===== src/rtl/refsched_pkg.sv =====
package refsched_pkg;

  typedef enum logic [1:0] {
    PH_PWRUP = 2'd0,
    PH_INIT  = 2'd1,
    PH_RUN   = 2'd2
  } phase_t;

  // Strobes from the control side to the counting datapath
  typedef struct packed {
    logic initPhase;  // start-up burst in progress
    logic runPhase;   // periodic refresh operation
    logic grantAcc;   // a requested refresh was granted this cycle
  } refStrobe_t;

endpackage


===== src/rtl/refsched_ctrl.sv =====
module refsched_ctrl
  import refsched_pkg::*;
#(
  parameter int PWR_CYC        = 20000,
  parameter int INIT_REFRESHES = 8
) (
  input  logic       clk,
  input  logic       rstN,
  input  logic       refGrant,
  input  logic       pendingNz,
  output refStrobe_t strb,
  output logic       refReq,
  output logic       initDone
);

  localparam int PW = $clog2(PWR_CYC + 1);
  localparam int IW = $clog2(INIT_REFRESHES + 1);

  phase_t          phase;
  logic [PW-1:0]   pwrCnt;
  logic [IW-1:0]   initLeft;
  logic            inInit;
  logic            inRun;

  assign inInit = (phase == PH_INIT);
  assign inRun  = (phase == PH_RUN);

  always_comb begin
    refReq         = inInit || (inRun && pendingNz);
    strb.initPhase = inInit;
    strb.runPhase  = inRun;
    strb.grantAcc  = refReq && refGrant;
  end

  assign initDone = inRun;

  always_ff @(posedge clk or negedge rstN) begin
    if (!rstN) begin
      phase    <= PH_PWRUP;
      pwrCnt   <= '0;
      initLeft <= '0;
    end else begin
      case (phase)
        PH_PWRUP: begin
          if (pwrCnt == PW'(PWR_CYC - 1)) begin
            phase    <= PH_INIT;
            initLeft <= IW'(INIT_REFRESHES);
          end else begin
            pwrCnt <= pwrCnt + 1'b1;
          end
        end
        PH_INIT: begin
          if (strb.grantAcc) begin
            if (initLeft == IW'(1)) phase <= PH_RUN;
            initLeft <= initLeft - 1'b1;
          end
        end
        default: ;
      endcase
    end
  end

endmodule


===== src/rtl/refsched_dp.sv =====
module refsched_dp
  import refsched_pkg::*;
#(
  parameter int ROWS        = 512,
  parameter int BACKLOG_MAX = 8,
  parameter int STD_INT     = 3125,
  parameter int LP_INT      = 25000
) (
  input  logic                           clk,
  input  logic                           rstN,
  input  logic                           lowPower,
  input  refStrobe_t                     strb,
  output logic                           pendingNz,
  output logic                           urgent,
  output logic [$clog2(BACKLOG_MAX+1)-1:0] owed,
  output logic [$clog2(ROWS)-1:0]        row
);

  localparam int RW   = $clog2(ROWS);
  localparam int CW   = $clog2(BACKLOG_MAX + 1);
  localparam int MAXI = (LP_INT > STD_INT) ? LP_INT : STD_INT;
  localparam int TW   = $clog2(MAXI + 1);

  logic [TW-1:0] tmr;
  logic [TW-1:0] limM1;
  logic          tick;
  logic          accRun;
  logic [CW:0]   sumW;
  logic [CW-1:0] owedNext;
  logic [RW-1:0] rowNext;

  // interval timer
  assign limM1 = lowPower ? TW'(LP_INT - 1) : TW'(STD_INT - 1);
  assign tick  = strb.runPhase && (tmr >= limM1);

  always_ff @(posedge clk or negedge rstN) begin
    if (!rstN)              tmr <= '0;
    else if (!strb.runPhase) tmr <= '0;
    else if (tick)          tmr <= '0;
    else                    tmr <= tmr + 1'b1;
  end

  // owed-refresh backlog
  assign accRun = strb.runPhase && strb.grantAcc;

  always_comb begin
    sumW = {1'b0, owed} + (CW+1)'(tick) - (CW+1)'(accRun);
    if (sumW > (CW+1)'(BACKLOG_MAX)) owedNext = CW'(BACKLOG_MAX);
    else                             owedNext = sumW[CW-1:0];
  end

  always_ff @(posedge clk or negedge rstN) begin
    if (!rstN)               owed <= '0;
    else if (!strb.runPhase) owed <= '0;
    else                     owed <= owedNext;
  end

  assign pendingNz = (owed != '0);
  assign urgent    = strb.runPhase && (owed == CW'(BACKLOG_MAX));

  // refresh row counter, wrap chosen by whether ROWS fills the field
  generate
    if ((1 << RW) == ROWS) begin : g_rowPow2
      assign rowNext = row + 1'b1;
    end else begin : g_rowMod
      assign rowNext = (row == RW'(ROWS - 1)) ? '0 : row + 1'b1;
    end
  endgenerate

  always_ff @(posedge clk or negedge rstN) begin
    if (!rstN)              row <= '0;
    else if (strb.grantAcc) row <= rowNext;
  end

endmodule


===== src/rtl/refresh_scheduler.sv =====
module refresh_scheduler
  import refsched_pkg::*;
#(
  parameter int CLK_MHZ        = 200,
  parameter int POWERUP_US     = 100,
  parameter int STD_WINDOW_US  = 8000,
  parameter int LP_WINDOW_US   = 64000,
  parameter int ROWS           = 512,
  parameter int INIT_REFRESHES = 8,
  parameter int BACKLOG_MAX    = 8
) (
  input  logic                             clk,
  input  logic                             rstN,
  input  logic                             lowPower,
  input  logic                             refGrant,
  output logic                             refReq,
  output logic                             refUrgent,
  output logic                             initDone,
  output logic [$clog2(BACKLOG_MAX+1)-1:0] owedCount,
  output logic [$clog2(ROWS)-1:0]          refRow
);

  localparam int PWR_CYC = CLK_MHZ * POWERUP_US;
  localparam int STD_INT = (CLK_MHZ * STD_WINDOW_US) / ROWS;
  localparam int LP_INT  = (CLK_MHZ * LP_WINDOW_US) / ROWS;

  refStrobe_t strb;
  logic       pendingNz;

  refsched_ctrl #(
    .PWR_CYC       (PWR_CYC),
    .INIT_REFRESHES(INIT_REFRESHES)
  ) u_ctrl (
    .clk      (clk),
    .rstN     (rstN),
    .refGrant (refGrant),
    .pendingNz(pendingNz),
    .strb     (strb),
    .refReq   (refReq),
    .initDone (initDone)
  );

  refsched_dp #(
    .ROWS       (ROWS),
    .BACKLOG_MAX(BACKLOG_MAX),
    .STD_INT    (STD_INT),
    .LP_INT     (LP_INT)
  ) u_dp (
    .clk      (clk),
    .rstN     (rstN),
    .lowPower (lowPower),
    .strb     (strb),
    .pendingNz(pendingNz),
    .urgent   (refUrgent),
    .owed     (owedCount),
    .row      (refRow)
  );

endmodule


===== config.mk =====
export PLATFORM = sky130hd
export DESIGN_NAME = refresh_scheduler
export DESIGN_NICKNAME = d
export VERILOG_FILES = /design/src/rtl/refsched_pkg.sv /design/src/rtl/refsched_ctrl.sv /design/src/rtl/refsched_dp.sv /design/src/rtl/refresh_scheduler.sv
export SDC_FILE = /design/constraint.sdc
export NUM_CORES = 1
export LEC_CHECK = 0
export CAP_MARGIN = 0
export CORE_MARGIN = 2
export CORE_UTILIZATION = 60
export CTS_BUF_LIST = sky130_fd_sc_hd__clkbuf_4 sky130_fd_sc_hd__clkbuf_8
export DETAILED_ROUTE_END_ITERATION = 6
export DONT_BUFFER_PORTS = 1
export HOLD_SLACK_MARGIN = 0.03
export PLACE_DENSITY = 0.73
export SETUP_SLACK_MARGIN = 0.5
export SLEW_MARGIN = 20
export SYNTH_ARGS = -nofsm -noshare
export SYNTH_HDL_FRONTEND = slang
export SYNTH_SLANG_ARGS = --single-unit

===== constraint.sdc =====
create_clock -name clk -period 4.3 [get_ports clk]
set_input_delay 0.43 -clock clk [delete_from_list [all_inputs] [get_ports clk]]
set_output_delay 0.43 -clock clk [all_outputs]
set_load 0.02 [all_outputs]

==> summary by stage <==
Critical path
The slowest stage of the critical path belongs to the cell sky130_fd_sc_hd__o41a_1. The arrival time at the worst endpoint is 3.52 ns. The critical path is of the register to register type. The worst-path maximum fanout is 16. For this run, the slowest stage of the critical path takes 0.45 ns.

The worst register-to-register path has a setup slack of 1.02 ns. The launching element type of the critical path is a register. The critical path data required time is 4.54 ns. The critical path capture point type is a register. Walking the worst path, the cells encountered are ha_1 > a211o_1 > a21oi_1 > a21oi_4 > o41a_1 > ha_1 > fa_1 > a21oi_1 > o21bai_1 > xnor2_1 > o21a_1.

Placement
The estimated wirelength of the detail-placed design is 3470 µm. Buffers placed on the I/O ports in this run total 0. The final weighted congestion in routability-driven placement is 0.799.

Pwr
The part of the total power dissipated in combinational logic is 2.5%. The share of total power dissipated in sequential elements is 61.0%. Summed over all nets, the switching power comes to 153 µW.

The net switching share of the total power is 20.3%. The clock power share is 36.4%. The power per unit of standard cell area is 252 mW/mm². In this run the static leakage power is 0.00125 µW. The total power after layout is 754 µW. The worst vdd rail ir drop is 0.000245 V. The total internal power is 601 µW.

Clock tree
The number of setup buffers added after CTS is 0. The clock tree from TritonCTS is done. Clock-pin slew was measured on the worst setup and hold paths at 0.09 ns. The latest clock arrival within the worst-skew pair is 0.30 ns. CTS placed an instance of sky130_fd_sc_hd__clkbuf_8 at the clock tree root.

The H-tree was split into 2 levels. The number of CTS-inserted buffers is 5. For this design, the sink count on the clock tree is 49. The maximum buffer depth of the clock tree is 2.

Die
After floorplanning, the core was sized to cover 0.00466 mm². The I/O pin count is 20. The vertical die dimension is 73.1 µm. From left edge to right edge, the die measures 73.1 µm. The floorplan die area is 0.00534 mm². Once the floorplan was initialized, standard cells occupied 61.4% of the core. In this run the core area contains 25 standard-cell rows.

Logic synthesis
The post-synthesis average cell area is 10.4 µm². The netlist uses 44 different library cells. The number of flops mapped to enable cells by yosys is 0. The post-synthesis sequential element count is 49. Sorting the synthesized cells by how often they occur yields sky130_fd_sc_hd__dfrtp_1, sky130_fd_sc_hd__xnor2_1, sky130_fd_sc_hd__ha_1. Synthesis produced a netlist with a net count of 300. The cell count after synthesis is 274.

The most common flop cell mapped by yosys is sky130_fd_sc_hd__dfrtp_1. In the post-synthesis netlist, the biggest area contributors are sky130_fd_sc_hd__dfrtp_1, sky130_fd_sc_hd__xnor2_1, sky130_fd_sc_hd__ha_1. The cell area after technology mapping is 0.00286 mm². The share of synthesized area in the top cell type comes to 42.9%. The synthesized design spends more area on one cell type than any other, namely sky130_fd_sc_hd__dfrtp_1. The sequential-to-total area share from yosys stat is 42.9%. The async set-reset flop share out of synthesis is 100%. The Yosys step of the flow raised 0 warnings. The most frequently used cell type in the post-synthesis netlist is sky130_fd_sc_hd__dfrtp_1.

Detailed routing
The DRC marker count from the first detailed-route iteration is 92. In the final routed layout, each cell accounts on average for 14.6 µm. The number of remaining DRC errors is 0. The overall via count from detail_route is 1940. The first TritonRoute pass finished after 4 iterations. Wires add up to 4820 µm. Dividing the detail-routed via count by the number of cells gives 5.88. The number of antenna-violating nets in the routed design is 0.

STA
For the final routed database, the setup TNS stands at 0 ns. The actual transition at the worst max-transition pin is 1.03 ns. The largest clock skew in the final design is 0.00778 ns. The worst-case headroom to the max-slew limit is 30.2%. The minimum hold slack is 0.290 ns. The minimum clock period is 3.28 ns. Timing would allow up to 305 MHz. The worst path uses 76.2% of the clock period. The total count of max-transition violations in the final report was 0. The number of hold-slack violations in the final timing report was 0. Setup repair after global routing left no endpoint under its margin. Setup violations remaining at the end of the flow were counted as 0.

Global routing
For this run, the total global-route usage over all layers was measured as 19.9%. The number of global-route vias before repair is 1847. The first global-routing pass estimated 8260 µm of wire.

The maximum number of pins on one net before global-route repair is 50. The number of antenna violations at the first check in global routing is 0. The total overflow left after global routing is 0.

Hold path
The path class of the lowest-slack min-delay path is input port to register.

Layout
The repair_antennas step left the layout with diodes totalling 0. After the last flow step, the layout net total stands at 302. Of the cells placed in the final design, the portion with a size suffix greater than 1 is 10.5%. The growth of design area from synthesis to finish is 4.46%. The final standard cell utilization of the core is 64.1%.

Outcome
The run finished with clean final reports.

Run
The tool flagged a number of max-cap violations equal to 0.
[logic make-up (layout without fill, tap and decap cells)]
kind of cell	Yosys count	after routing	synth area share (%)
mux	3	3	1.18
xor+xnor	37	37	11.3
fa+ha+maj	22	22	9.88
flops	49	49	42.9
simple gates	111	111	23.4
compound gates	27	27	6.60
buf+inv	25	27	4.72
[sequential cells by signal, indices dropped and copies added (netlist names)]
register,flops
u_ctrl.phase,2
u_dp.tmr,15
u_dp.owed,4
u_ctrl.pwrCnt,15
u_dp.row,9
u_ctrl.initLeft,4
[per-layer routing]
metal	routed length [µm]	GRT usage, %
met2	2120	31.0
met4	65	6.38
met1	2470	27.1
met5	0	0
met3	161	5.11
[stage by stage]
step | std cells | setup WS, ns | instance area, µm²
4_1_cts | 330 | 0.995 | 2990
2_1_floorplan | 274 | 1.21 | 2860
3_5_place_dp | 321 | 0.881 | 2860
5_1_grt | 330 | 0.837 | 2990
6_report | 330 | 1.02 | 2990
3_3_place_gp | 321 | 0.986 | 2860
[path summary, 6_finish.rpt]
| check | start | end | cells past startpoint |
|---|---|---|---|
| worst max-delay path | u_dp.tmr[8] | u_dp.owed[3] | 11 |
| worst min-delay path | refGrant | u_dp.row[3] | 2 |
| worst max register to register | u_dp.tmr[8] | u_dp.owed[3] | 11 |
| worst min register to register | u_ctrl.pwrCnt[14] | u_ctrl.pwrCnt[14] | 1 |
| max in group asynchronous | rstN | u_dp.tmr[8] | 2 |
| min in group asynchronous | rstN | u_ctrl.pwrCnt[0] | 2 |
[worst max-delay path: cells and delay by family, from the launching register on]
family / cells / cell delay (ns)
compound gates: 7 / 1.55
xor+xnor: 1 / 0.28
fa+ha+maj: 3 / 0.95
flops: 1 / 0.43
[power by group through the flow]
stage                     sequential [µW]  clock (µW)  combinational, µW
after floorplan                       470           0               6.82
after global placement                470           0               6.73
after detailed placement              470           0               6.98
after CTS                             460         286               20.0
after global routing                  460         302               22.5
final                                 460         275               19.1
[layout by cell type (no fill, tap or decap), types with 2 or more instances in the layout]
cell,synthesis,final
sky130_fd_sc_hd__or2_2,3,3
sky130_fd_sc_hd__o22ai_1,2,2
sky130_fd_sc_hd__mux2_2,3,3
sky130_fd_sc_hd__nand4_1,12,12
sky130_fd_sc_hd__o21ai_0,6,6
sky130_fd_sc_hd__nand4b_1,2,2
sky130_fd_sc_hd__xnor2_1,31,31
sky130_fd_sc_hd__nor3_2,10,10
sky130_fd_sc_hd__nor4_1,5,5
sky130_fd_sc_hd__xor2_1,6,6
sky130_fd_sc_hd__nor3_1,8,8
sky130_fd_sc_hd__a211oi_1,3,3
sky130_fd_sc_hd__clkbuf_8,0,6
sky130_fd_sc_hd__inv_1,18,18
sky130_fd_sc_hd__dfrtp_1,49,49
sky130_fd_sc_hd__and4_1,4,4
sky130_fd_sc_hd__a31o_2,2,2
sky130_fd_sc_hd__a21oi_1,6,6
sky130_fd_sc_hd__ha_1,21,21
sky130_fd_sc_hd__nor2_1,8,8
sky130_fd_sc_hd__nand2_1,19,19
sky130_fd_sc_hd__nand3_1,19,19
sky130_fd_sc_hd__nand2b_1,2,2
sky130_fd_sc_hd__and3_1,6,6
sky130_fd_sc_hd__nor3b_1,4,4
sky130_fd_sc_hd__nor4b_1,3,3
[area by class of cell]
type,instances,area (µm²)
clock buffer,7,90.1
fill,372,1670
inverter,18,67.6
multi-input combinational,200,1500
sequential,49,1230
tap,54,67.6
timing repair buffer,2,37.5
[timing repair]
| item | CTS | global route |
|---|---|---|
| hold buffers | 2 | 0 |
| gates resized for setup | 0 | 0 |
| hold endpoints to repair | 49 | 0 |
Power figures use the tool's default switching activity.
